<file path="src/rtl/skip_eval_pkg.sv">
package skip_eval_pkg;

  // Decoded view of the low 13 bits of a skip-group word (bit 12 first).
  typedef struct packed {
    logic       invert;    // bit 12
    logic       spare;     // bit 11
    logic       io_pos;    // bit 10
    logic       ov_test;   // bit 9
    logic       ac_neg;    // bit 8
    logic       ac_pos;    // bit 7
    logic       ac_zero;   // bit 6
    logic [2:0] sw_sel;    // bits 5:3
    logic [2:0] fl_sel;    // bits 2:0
  } skip_fields_t;

  localparam int FIELD_W = $bits(skip_fields_t);

endpackage

</file>
<file path="src/rtl/skip_sel.sv">
// Selects one of N inputs (or all of them) and reports whether the pick is zero.
module skip_sel #(
  parameter int N     = 6,
  parameter int SEL_W = 3
) (
  input  logic [N-1:0]     bits,
  input  logic [SEL_W-1:0] sel,
  output logic             hit
);
  localparam logic [SEL_W-1:0] SEL_ALL = {SEL_W{1'b1}};

  logic [N-1:0] pick;

  for (genvar i = 0; i < N; i++) begin : g_pick
    assign pick[i] = (sel == SEL_W'(i + 1)) && !bits[i];
  end

  assign hit = (|pick) || ((sel == SEL_ALL) && (bits == '0));
endmodule

</file>
<file path="src/rtl/skip_cond.sv">
// Combines the enabled tests and applies the invert bit.
module skip_cond
  import skip_eval_pkg::*;
#(
  parameter int WORD_W = 18
) (
  input  skip_fields_t      f,
  input  logic [WORD_W-1:0] ac,
  input  logic              io_sign,
  input  logic              ov,
  input  logic              fl_hit,
  input  logic              sw_hit,
  output logic              decide
);
  localparam int SIGN = WORD_W - 1;

  logic [5:0] terms;

  always_comb begin
    terms[0] = f.ac_neg  &&  ac[SIGN];
    terms[1] = f.ac_pos  && !ac[SIGN];
    terms[2] = f.ac_zero && (ac == '0);
    terms[3] = f.io_pos  && !io_sign;
    terms[4] = f.ov_test && !ov;
    terms[5] = fl_hit || sw_hit;
    decide   = (|terms) ^ f.invert;
  end
endmodule

</file>
<file path="src/rtl/skip_ovf.sv">
// Overflow flag: a test clears it, and the clear has priority over a set.
module skip_ovf (
  input  logic clk,
  input  logic rst,
  input  logic clr,
  input  logic set,
  output logic ov
);
  always_ff @(posedge clk) begin
    if (rst)      ov <= 1'b0;
    else if (clr) ov <= 1'b0;
    else if (set) ov <= 1'b1;
  end
endmodule

</file>
<file path="src/rtl/skip_eval.sv">
module skip_eval
  import skip_eval_pkg::*;
#(
  parameter int          WORD_W    = 18,
  parameter int          N_SEL     = 6,
  parameter int          SEL_W     = 3,
  parameter int          OPC_W     = 5,
  parameter logic [4:0]  GROUP_OPC = 5'b11010
) (
  input  logic              clk,
  input  logic              rst,
  input  logic              valid,
  input  logic [WORD_W-1:0] instr,
  input  logic [WORD_W-1:0] ac,
  input  logic [WORD_W-1:0] io,
  input  logic              ov_set,
  input  logic [N_SEL-1:0]  flags,
  input  logic [N_SEL-1:0]  switches,
  output logic              skip,
  output logic              ov
);
  localparam int SIGN = WORD_W - 1;

  skip_fields_t f;
  logic         in_group;
  logic         take;
  logic         fl_hit;
  logic         sw_hit;
  logic         decide;
  logic         unused_bits;

  assign f           = skip_fields_t'(instr[FIELD_W-1:0]);
  assign in_group    = (instr[WORD_W-1 -: OPC_W] == GROUP_OPC);
  assign take        = valid && in_group;
  assign unused_bits = ^{io[SIGN-1:0], f.spare};

  skip_sel #(.N(N_SEL), .SEL_W(SEL_W)) u_flag_sel (
    .bits(flags), .sel(f.fl_sel), .hit(fl_hit)
  );

  skip_sel #(.N(N_SEL), .SEL_W(SEL_W)) u_sw_sel (
    .bits(switches), .sel(f.sw_sel), .hit(sw_hit)
  );

  skip_cond #(.WORD_W(WORD_W)) u_cond (
    .f(f), .ac(ac), .io_sign(io[SIGN]), .ov(ov),
    .fl_hit(fl_hit), .sw_hit(sw_hit), .decide(decide)
  );

  skip_ovf u_ovf (
    .clk(clk), .rst(rst), .clr(take && f.ov_test), .set(ov_set), .ov(ov)
  );

  always_ff @(posedge clk) begin
    if (rst) skip <= 1'b0;
    else     skip <= take && decide;
  end
endmodule

</file>
<file path="config.mk">
export PLATFORM = sky130hd
export DESIGN_NAME = skip_eval
export DESIGN_NICKNAME = d
export VERILOG_FILES = /design/src/rtl/skip_eval_pkg.sv /design/src/rtl/skip_sel.sv /design/src/rtl/skip_cond.sv /design/src/rtl/skip_ovf.sv /design/src/rtl/skip_eval.sv
export SDC_FILE = /design/constraint.sdc
export NUM_CORES = 1
export LEC_CHECK = 0
export BUFFER_PORTS_ARGS = -buffer_cell sky130_fd_sc_hd__buf_2
export CORE_MARGIN = 2
export CORE_UTILIZATION = 23
export CTS_CLUSTER_DIAMETER = 80
export DETAILED_ROUTE_END_ITERATION = 12
export GPL_ROUTABILITY_DRIVEN = 1
export GPL_TIMING_DRIVEN = 1
export PLACE_DENSITY = 0.78
export SLEW_MARGIN = 20
export SYNTH_ARGS = -nofsm -noshare
export SYNTH_HDL_FRONTEND = slang
export SYNTH_HIERARCHICAL = 1
export SYNTH_SLANG_ARGS = --single-unit
</file>
<file path="constraint.sdc">
create_clock -name clk -period 1.25 [get_ports clk]
set_input_delay 0.0625 -clock clk [delete_from_list [all_inputs] [get_ports clk]]
set_output_delay 0.0625 -clock clk [all_outputs]
set_load 0.01 [all_outputs]
</file>
; ---- After elaboration in Yosys (flattened, before gate mapping)
; Cells that the tools add are included.
; W data, S select, Z words.
[classes]
n_bitwise = 1
n_reduce_logical = 47
eq_ne = 15
[ops]
columns = op, count
row1 = $eq A3 B3 Y1 const B, 8
row2 = $logic_and A1 B1 Y1, 22
row3 = $logic_not A18 Y1, 1
row4 = $reduce_or A6 Y1, 3
row5 = $logic_not A1 Y1, 15
row6 = $eq A3 B2 Y1 const B, 4
row7 = $logic_not A6 Y1, 2
row8 = $eq A3 B1 Y1 const B, 2
row9 = $eq A5 B5 Y1 const B, 1
row10 = $logic_or A1 B1 Y1, 3
row11 = $reduce_or A2 Y1, 1
row12 = $xor A1 B1 Y1, 1
[word_totals]
regBits = 2
in_bits = 70

; ---- Logic depth before layout (Yosys ltp)
; Gate-level depths: netlist (run 1).
[depth]
ltp_word = 8
depth_mapped = 9

; ---- Modules after synthesis
; Netlist (run 1), hierarchy kept.
[by_module_without_submodules]
columns = mod, area_per_inst_um2, seq_area_each_um2, instances, cells_each
row1 = skip_sel, 80.1, 0.0, 2, 9
row2 = skip_cond, 87.6, 0.0, 1, 13
row3 = skip_eval, 55.1, 20.0, 1, 6
row4 = skip_ovf, 33.8, 20.0, 1, 3

; ---- Worst setup path before layout (run 1)
; OpenSTA, ideal clock, no wires.
[synth_path]
path_kind = input-to-reg
from = in instr[5]
to = reg skip
cell_stages = 9
arrival_time_ns = 1.092
slack_ns = 0.094
setup_time_ns = 0.064
n_path_buf = 0
required_time_ns = 1.186
path_cell_list = mux2i_1 > a32oi_1 > o311ai_1 > nor2_1 > o2111ai_1 > a21oi_1 > xnor2_1 > nand4bb_1 > nor2_1
[synth_between]
elab_chain_len = 8
elab_cells_between_ends = 20
cone_classes = eq/ne (7) / bitwise (1) / reduce/logical (12)
[synth_lines]
columns = element, line
row1 = start: declaration, skip_eval.sv:13  ; input logic [WORD_W-1:0] instr,
row2 = $eq A3 B1 Y1 (tied with other cells), skip_sel.sv:15  ; assign pick[i] = (sel == SEL_W'(i + 1)) && !bits[i];
row3 = $logic_and A1 B1 Y1, skip_sel.sv:15
row4 = $reduce_or A6 Y1, skip_sel.sv:18  ; assign hit = (|pick) || ((sel == SEL_ALL) && (bits == '0));
row5 = $logic_or A1 B1 Y1 (*), skip_sel.sv:18
row6 = net sw_hit, skip_eval.sv:28  ; logic sw_hit;
row7 = $logic_or A1 B1 Y1 (*), skip_cond.sv:25  ; terms[5] = fl_hit || sw_hit;
row8 = $reduce_or A6 Y1 (*), skip_cond.sv:26  ; decide = (|terms) ^ f.invert;
row9 = $xor A1 B1 Y1 (*), skip_cond.sv:26
row10 = net decide, skip_eval.sv:29  ; logic decide;
row11 = $logic_and A1 B1 Y1 (*), skip_eval.sv:56  ; else skip <= take && decide;
row12 = end signal: assignment, skip_eval.sv:56
row13 = end: declaration, skip_eval.sv:19  ; output logic skip,
; Mark *: on every way through the listed nets, which the timed path passes. The rest lies on a longest branch.
; A chain may end at the register's enable or synchronous reset.

; ---- Worst setup path in the final report (run 1)
[layout_path]
from = in instr[3]
to = reg skip
; Same word-level chain as after synthesis.

==> impl_metrics.tcl, run 1 <==
set metrics [dict create \
    slowest_stage "mux2_4" \
    cp_max_fo 4 \
    vias 548 \
    reg2regPathDepth 6 \
    critPathTopFamily "compound AO/OA/AOI/OAI gates" \
    place_hpwl_um 1018 \
    drtIter0Drc 5 \
    fin_crit_ns 1.139 \
    skew_ns 0.0005650 \
    irDropWorstVdd_mv 0.1567 \
    globalRouteTotalUtil_pct 12.37 \
    slew_viol_final 0 \
    grt_pass1_wl_um 1780 \
    hold_end "u_ovf/ov$_SDFFE_PP0P_" \
    antenna_found_initial 0 \
    drive_gt1_share_pct 63.00 \
    finalNetCount 172 \
    crit_chain "buf_2 > mux2_4 > o311ai_1 > nor2_1 > o2111ai_1 > a21oi_1 > xnor2_1 > nand4bb_1 > nor2_1" \
    worst-path-buf-inv 1 \
    num_rows 13 \
    setup_viol 0 \
    clk_latency_ns 0.22 \
    hold_violations 0 \
    die_area_um2 1785 \
    worst-slew-pin-transition_ns 0.2751 \
    syn_area_per_cell_um2 8.414 \
    synth_seq_area_share_pct 11.90 \
    cp-start-kind "primary input" \
    start_util_pct 25.23 \
    numPortBuffers 53 \
    synth.ff_latch_count 2 \
    place_congestion 0.7163 \
    globalRouteOverflowTotal 0 \
    ctsHtreeMaxLevel 1 \
    clk_pin_slew_ns 0.03 \
    outcome "complete, no violations" \
    drt_first_pass_iters 4 \
    die_x_um 42.26 \
    hold_buffers 0 \
    timing.final.ws_setup_ns 0.1111 \
    cts_tree "yes" \
    core_area_um2 1334 \
    fmax_mhz 878.1 \
    insertedDiodeCount 0 \
    synthCells 40 \
    worstPathRequired_ns 1.41 \
    timing.hold.ws_ns 0.03042 \
    cts_buffers 3 \
    grt_max_degree 5 \
    final_cell_area_um2 679.4 \
    path_class "in2reg" \
    drv_cap 0 \
    wl_per_cell_um 9.383 \
    pre_cts_ws_ns -0.1456 \
    p_per_area_nw_per_um2 541.3 \
    r2r_slack_ns 0.15 \
    clkSinkCount 2 \
    yosysUniqueCellTypes 19 \
    utilization_pct 50.94 \
    period_share_pct 91.11 \
    totalWireLength_um 1079 \
    io_pins 72 \
    drc 0 \
    rsz0062_at_grt "yes" \
    holdCritPathClass "in2reg" \
    holdPathStages 2 \
    cts_setup_buffers 0 \
    ys_warn_count 6 \
    grt_pass1_vias 518 \
    worstSetupEndpointType "flop" \
    root_buffer "clkbuf_4" \
    area_growth_pct 101.9 \
    hp-start "rst" \
    cts.path.max_buffers 2 \
    fillers 148 \
    p_leak_nw 0.3666 \
    power_uw 367.8 \
    ant_nets 0 \
    reg2reg_from "u_ovf/ov$_SDFFE_PP0P_" \
    die_y_um 42.26 \
    path_common_cell "nor2_1" \
    dpl_cell_area_um2 650.6 \
    viasPerCell 4.765 \
    critPathMaxStageDelay_ns 0.29 \
    syn-cell-area_um2 336.6 \
    critical_path_arrival_ns 1.29 \
    slew_headroom_pct 81.49 \
    syn-num-nets 110 \
    r2r_end "skip$_SDFF_PP0_" \
]
kinds of logic after synthesis:
kind of cell              synth area share [%]
and+or+nand+nor                          43.87
muxes                                    23.79
AOI/OAI and AO/OA                        14.50
xor gates and xnor gates                 2.603
DFF                                      11.90
buffers and inverters                    3.345
placed cells by master, fill, tap and decap left out, types with 2 or more instances in the layout:
master	count
clkbuf_4	3
buf_4	4
nor4_1	6
dfxtp_1	2
nand3b_1	3
mux2i_1	5
a32oi_1	2
mux2_4	2
inv_1	3
buf_2	52
nor2_1	4
o311ai_1	2
nor4bb_1	2
Yosys cell counts:
| library cell | n | area, um2 |
|---|---|---|
| nand4b_1 | 1 | 8.760 |
| nor4_1 | 6 | 37.54 |
| inv_1 | 3 | 11.26 |
| dfxtp_1 | 2 | 40.04 |
| nand4bb_1 | 1 | 11.26 |
| nand3b_1 | 3 | 22.52 |
| nand2b_1 | 1 | 6.260 |
| mux2i_1 | 5 | 50.05 |
| a21oi_1 | 1 | 5.000 |
| nor3b_1 | 1 | 7.510 |
| and4_1 | 1 | 8.760 |
| o2111ai_1 | 1 | 8.760 |
| xnor2_1 | 1 | 8.760 |
| o311ai_1 | 2 | 17.52 |
| mux2_4 | 2 | 30.03 |
| nor2_1 | 4 | 15.01 |
| nor3_2 | 1 | 10.01 |
| nor4bb_1 | 2 | 20.02 |
| a32oi_1 | 2 | 17.52 |
registers in the layout, summed over array words and instances, names as in the netlist:
signal    cells
skip          1
u_ovf/ov      1
worst max path at each step:
stage                                 end  slack [ns]  cells past startpoint      from
after floorplan           skip$_SDFF_PP0_        0.09                      9  instr[5]
after global placement    skip$_SDFF_PP0_       -0.11                      9  instr[3]
after detailed placement  skip$_SDFF_PP0_       -0.15                      9  instr[3]
after CTS                 skip$_SDFF_PP0_        0.09                      9  instr[3]
after global routing      skip$_SDFF_PP0_       -0.03                     10  instr[4]
final                     skip$_SDFF_PP0_        0.11                      9  instr[3]
layer usage:
layer	vias up	part of all wire (%)	global-route usage [%]
met4	0	0	5.625
met3	0	15	1.724
met1	218	40	14.50
li1	289	-	-
met2	41	45	21.85
met5	-	0	0
worst reg2reg max path, delay by kind of cell (launching register included):
family | cells | cell delay, ns
flops | 1 | 0.32
simple gates | 3 | 0.31
compound gates | 2 | 0.26
xor+xnor | 1 | 0.13
repair_timing:
item                                    4_1_cts  5_1_grt
endpoints found under the hold margin         0        0
endpoints found under the setup margin        0        1
resized for setup                             0        1
cell type report:
cell class	instances	area [um2]	share of cell area, %
Sequential cell	2	40.04	5.893
Clock buffer	3	22.52	3.315
Timing Repair Buffer	57	301.5	44.38
Multi-Input combinational cell	35	285.3	41.99
Tap cell	15	18.77	2.762
Inverter	3	11.26	1.657
power breakdown:
group	internal (mW)	switching, mW
clock network	0.105	0.0302
registers	0.0669	0.00131
logic	0.105	0.0586
through the flow:
stage	setup TNS (ns)	std cells
2_1_floorplan	0	40
3_3_place_gp	-0.1072	112
3_5_place_dp	-0.1456	112
4_1_cts	0	115
5_1_grt	-0.02540	115
6_report	0	115
Power figures use the tool's default switching activity.
==> run 2, diff against run 1 <==
SETUP_SLACK_MARGIN = 0.15   (was unset)
==> run 2 against run 1 <==
  * Count of clock-buffer cells in the layout unchanged
  * Setup slack unchanged
  * Hold slack unchanged
  * First-iteration DRC count unchanged
  * Sequential cell count unchanged
  * Global-route usage unchanged
  * Wire length unchanged
  * Largest cell class unchanged
  * Final cell count unchanged
  * Maximum frequency unchanged
  * Final area unchanged
  * Largest power group unchanged
  * Non-clock buffer count unchanged
  * Power unchanged
==> impl_metrics.tcl, run 2 (synthesis gave the netlist of run 1 again) <==
set metrics [dict create \
    r2r_slack_ns 0.15 \
    worstSetupEndpointType "flop" \
    reg2reg_from "u_ovf/ov$_SDFFE_PP0P_" \
    antenna_found_initial 0 \
    drive_gt1_share_pct 63.00 \
    area_growth_pct 101.9 \
    final_cell_mix "buf_2 (52), nor4_1 (6), mux2i_1 (5)" \
    fmax_mhz 878.1 \
    setup_viol 0 \
    wl_per_cell_um 9.383 \
    core_area_um2 1334 \
    slew_headroom_pct 81.49 \
    cts_setup_buffers 0 \
    rsz0062_at_grt "yes" \
    clkSinkCount 2 \
    largest_registers "skip: 1 flops, u_ovf/ov: 1 flops" \
    clk_pin_slew_ns 0.03 \
    io_pins 72 \
    p_per_area_nw_per_um2 541.3 \
    pre_cts_ws_ns -0.1456 \
    outcome "complete, no violations" \
    cts_buffers 3 \
    cts.path.max_buffers 2 \
    ant_nets 0 \
    critical_path_arrival_ns 1.29 \
    hold_end "u_ovf/ov$_SDFFE_PP0P_" \
    crit_start "instr[3]" \
    hp-start "rst" \
    place_hpwl_um 1018 \
    layout_commonest_cell "buf_2" \
    place_congestion 0.7163 \
    globalRouteTotalUtil_pct 12.37 \
    reg2regPathDepth 6 \
    die_area_um2 1785 \
    power_uw 367.8 \
    cp-start-kind "primary input" \
    period_share_pct 91.11 \
    cts_tree "yes" \
    clk_latency_ns 0.22 \
    drc 0 \
    die_x_um 42.26 \
    fillers 148 \
    start_util_pct 25.23 \
    timing.final.ws_setup_ns 0.1111 \
    ctsHtreeMaxLevel 1 \
    multi_input_area_um2 285.3 \
    globalRouteOverflowTotal 0 \
    vias 548 \
    grt_pass1_wl_um 1780 \
    irDropWorstVdd_mv 0.1567 \
    seqCellArea_um2 40.04 \
    holdPathStages 2 \
    timing.hold.ws_ns 0.03042 \
    grt_pass1_vias 518 \
    drtIter0Drc 5 \
    hold_violations 0 \
    grt_max_degree 5 \
    viasPerCell 4.765 \
    path_class "in2reg" \
    slew_viol_final 0 \
    fin_crit_ns 1.139 \
    cp_max_fo 4 \
    root_buffer "clkbuf_4" \
    dpl_cell_area_um2 650.6 \
    numPortBuffers 53 \
    p_leak_nw 0.3666 \
    num_rows 13 \
    die_y_um 42.26 \
    final_cell_area_um2 679.4 \
    totalWireLength_um 1079 \
    holdCritPathClass "in2reg" \
    worstPathRequired_ns 1.41 \
    skew_ns 0.0005650 \
    worst-slew-pin-transition_ns 0.2751 \
    insertedDiodeCount 0 \
    drv_cap 0 \
    r2r_end "skip$_SDFF_PP0_" \
    finalNetCount 172 \
    drt_first_pass_iters 4 \
    tns_ns 0 \
]
run 2: worst max-delay path, stage by stage:
cell and delay (ns):
buf_2 0.12, mux2_4 0.29, o311ai_1 0.24, nor2_1 0.07, o2111ai_1 0.09, a21oi_1 0.07, xnor2_1 0.14, nand4bb_1 0.11
nor2_1 0.08
run 2: per-layer routing:
layer / track usage [%] / vias to the layer above / wire length [um]
met2: 21.85 / 41 / 483
li1: - / 289 / -
met4: 5.625 / 0 / 0
met5: 0 / - / 0
met1: 14.50 / 218 / 435
met3: 1.724 / 0 / 160
run 2: report_power, final:
group | internal [mW] | switching, mW | leakage [nW]
clock network | 0.105 | 0.0302 | 0.0138
registers | 0.0669 | 0.00131 | 0.0164
logic | 0.105 | 0.0586 | 0.336
run 2: what timing repair did:
action                     4_1_cts  5_1_grt
resized for setup                0        1
pin swaps                        0        2
hold buffers                     0        0
setup endpoints to repair        1        1
run 2: area by class of cell:
type | instances | share of cell area [%]
repair buffers | 57 | 44.38
flip-flops and latches | 2 | 5.893
well taps | 15 | 2.762
clock buffers | 3 | 3.315
multi-input cells | 35 | 41.99
inverters | 3 | 1.657
run 2: worst max-delay path by stage:
stage	endpoint	slack (ns)	depth (start not counted)
finish	skip$_SDFF_PP0_	0.11	9
global route	skip$_SDFF_PP0_	-0.03	10
CTS	skip$_SDFF_PP0_	0.09	9
detailed placement	skip$_SDFF_PP0_	-0.15	9
global placement	skip$_SDFF_PP0_	-0.11	9
floorplan	skip$_SDFF_PP0_	0.09	9
run 2: per-stage QoR:
stage / utilization (%) / cells
final: 50.94 / 115
after global routing: 50.94 / 115
after CTS: 50.47 / 115
after detailed placement: 48.78 / 112
after global placement: 48.78 / 112
after floorplan: - / 40
==> run 3, diff against run 2 <==
GPL_TIMING_DRIVEN = 0   (was 1)
RECOVER_POWER = 50   (was unset)
==> run 3 against run 2 <==
  * Combinational power about the same
  * Final cell count down 3.5%
  * Wire length up 13%
  * Maximum frequency down 8.2%
  * Clock power up 6%
  * Sequential cell count unchanged
  * Global-route usage up 2.2 points
  * Non-clock buffer count down 4
  * First-iteration DRC count down 20%
  * Hold slack worse by 0.016 ns
  * Sequential share of layout area up 0.088 points
  * Final area down 1.5%
  * Critical path type unchanged
  * Largest power group unchanged
==> impl_metrics.tcl, run 3 (synthesis gave the netlist of run 1 again) <==
set metrics [dict create \
    outcome "complete, no violations" \
    start_util_pct 25.23 \
    dpl_cell_area_um2 620.6 \
    cts.path.max_buffers 2 \
    power_uw 376.6 \
    fin_crit_ns 1.240 \
    cp-start-kind "primary input" \
    holdCritPathClass "in2reg" \
    viasPerCell 4.991 \
    worstSetupEndpointType "flop" \
    slew_headroom_pct 83.06 \
    die_y_um 42.26 \
    clkSinkCount 2 \
    skew_ns 0.005865 \
    place_congestion 0.7086 \
    finalNetCount 168 \
    worst-slew-pin-transition_ns 0.2506 \
    period_share_pct 99.23 \
    cts_buffers 3 \
    largest_registers "skip: 1 flops, u_ovf/ov: 1 flops" \
    drc 0 \
    clk_pin_slew_ns 0.03 \
    globalRouteTotalUtil_pct 14.56 \
    path_class "in2reg" \
    busiest_layer "met2" \
    layout_commonest_cell "buf_2" \
    final_cell_mix "buf_2 (50), nor4_1 (6), mux2i_1 (5)" \
    hold_buffers 0 \
    wl_per_cell_um 10.96 \
    tns_ns 0 \
    setup_viol 0 \
    clk_latency_ns 0.22 \
    reg2regPathDepth 6 \
    vias 554 \
    slew_viol_final 0 \
    worstSetupEndpoint "skip$_SDFF_PP0_" \
    slowest_stage "a32oi_1" \
    area_growth_pct 98.88 \
    p_leak_nw 0.3537 \
    reg2reg_from "u_ovf/ov$_SDFFE_PP0P_" \
    antenna_found_initial 0 \
    place_hpwl_um 1010 \
    numPortBuffers 53 \
    final_cell_area_um2 669.4 \
    ant_nets 0 \
    drtIter0Drc 4 \
    path_common_cell "nor2_1" \
    drv_cap 0 \
    crit_chain "buf_4 > nor4bb_1 > a32oi_1 > o311ai_2 > nor2_1 > o2111ai_1 > a21oi_1 > xnor2_1 > nand4bb_1 > nor2_1" \
    drive_gt1_share_pct 62.50 \
    critPathMaxStageDelay_ns 0.20 \
    die_area_um2 1785 \
    grt_pass1_wl_um 1980 \
    io_pins 72 \
    grt_pass1_vias 533 \
    pre_cts_ws_ns -0.2032 \
    p_per_area_nw_per_um2 562.5 \
    insertedDiodeCount 0 \
    r2r_end "skip$_SDFF_PP0_" \
    globalRouteOverflowTotal 0 \
    critical_path_arrival_ns 1.40 \
    hold_violations 0 \
    num_rows 13 \
    cp_max_fo 4 \
    cts_tree "yes" \
    r2r_slack_ns 0.08 \
    root_buffer "clkbuf_4" \
    irDropWorstVdd_mv 0.1619 \
    die_x_um 42.26 \
    worstPathRequired_ns 1.41 \
    grt_max_degree 5 \
    timing.final.ws_setup_ns 0.009651 \
    core_area_um2 1334 \
    ctsHtreeMaxLevel 1 \
    met1_usage_pct 14.76 \
    drt_first_pass_iters 4 \
    rsz0062_at_grt "yes" \
    met3_usage_pct 3.879 \
    crit_start "instr[3]" \
    totalWireLength_um 1217 \
    gr-usage-met2_pct 25.54 \
    fmax_mhz 806.2 \
]
[run 3: cell types whose count changed in the layout (fill, tap and decap cells not counted)]
cell	before	now
buf_4	4	1
buf_2	52	50
buf_8	0	1
o311ai_1	2	1
o311ai_2	0	1
[run 3: worst min path at each step]
| stage | from | cells after the start | slack (ns) | end |
|---|---|---|---|---|
| global route | rst | 2 | 0.02 | u_ovf/ov$_SDFFE_PP0P_ |
| finish | rst | 2 | 0.01 | u_ovf/ov$_SDFFE_PP0P_ |
| CTS | rst | 2 | 0.003 | u_ovf/ov$_SDFFE_PP0P_ |
| global placement | rst | 2 | 0.24 | u_ovf/ov$_SDFFE_PP0P_ |
| detailed placement | rst | 2 | 0.25 | u_ovf/ov$_SDFFE_PP0P_ |
| floorplan | rst | 1 | 0.13 | u_ovf/ov$_SDFFE_PP0P_ |
[run 3: per-layer routing]
metal / up-vias / routed length, um / share of wire, %
li1: 281 / - / -
met1: 230 / 470 / 39
met2: 41 / 592 / 49
met3: 2 / 142 / 12
met4: 0 / 11 / 0.90
met5: - / 0 / 0
[run 3: layout make-up]
type                            count  area (um2)
Clock buffer                        3       22.52
Fill cell                         134       664.4
Inverter                            3       11.26
Multi-Input combinational cell     35       292.8
Sequential cell                     2       40.04
Tap cell                           15       18.77
Timing Repair Buffer               53       284.0
[run 3: where the power goes]
group	internal (mW)	switching, mW
combinational	0.104	0.0618
clock	0.106	0.0366
sequential	0.0669	0.00161
[run 3: critical path: cells and delay by family]
family,cells,cell delay [ns]
xor gates and xnor gates,1,0.14
buffers and inverters,1,0.13
and+or+nand+nor,4,0.45
AOI/OAI and AO/OA,4,0.60
[run 3: what timing repair did]
item	CTS	global route
endpoints found under the hold margin	0	0
buffers inserted	0	0
pin swaps	9	0
setup endpoints to repair	1	1
gates resized for setup	5	1
[run 3: per-stage QoR]
step	std cells	hold WS (ns)	util (%)
6_report	111	0.01481	50.19
4_1_cts	111	0.002972	49.91
3_3_place_gp	108	0.2443	46.53
3_5_place_dp	108	0.2461	46.53
5_1_grt	111	0.01565	50.19
2_1_floorplan	40	0.1334	-
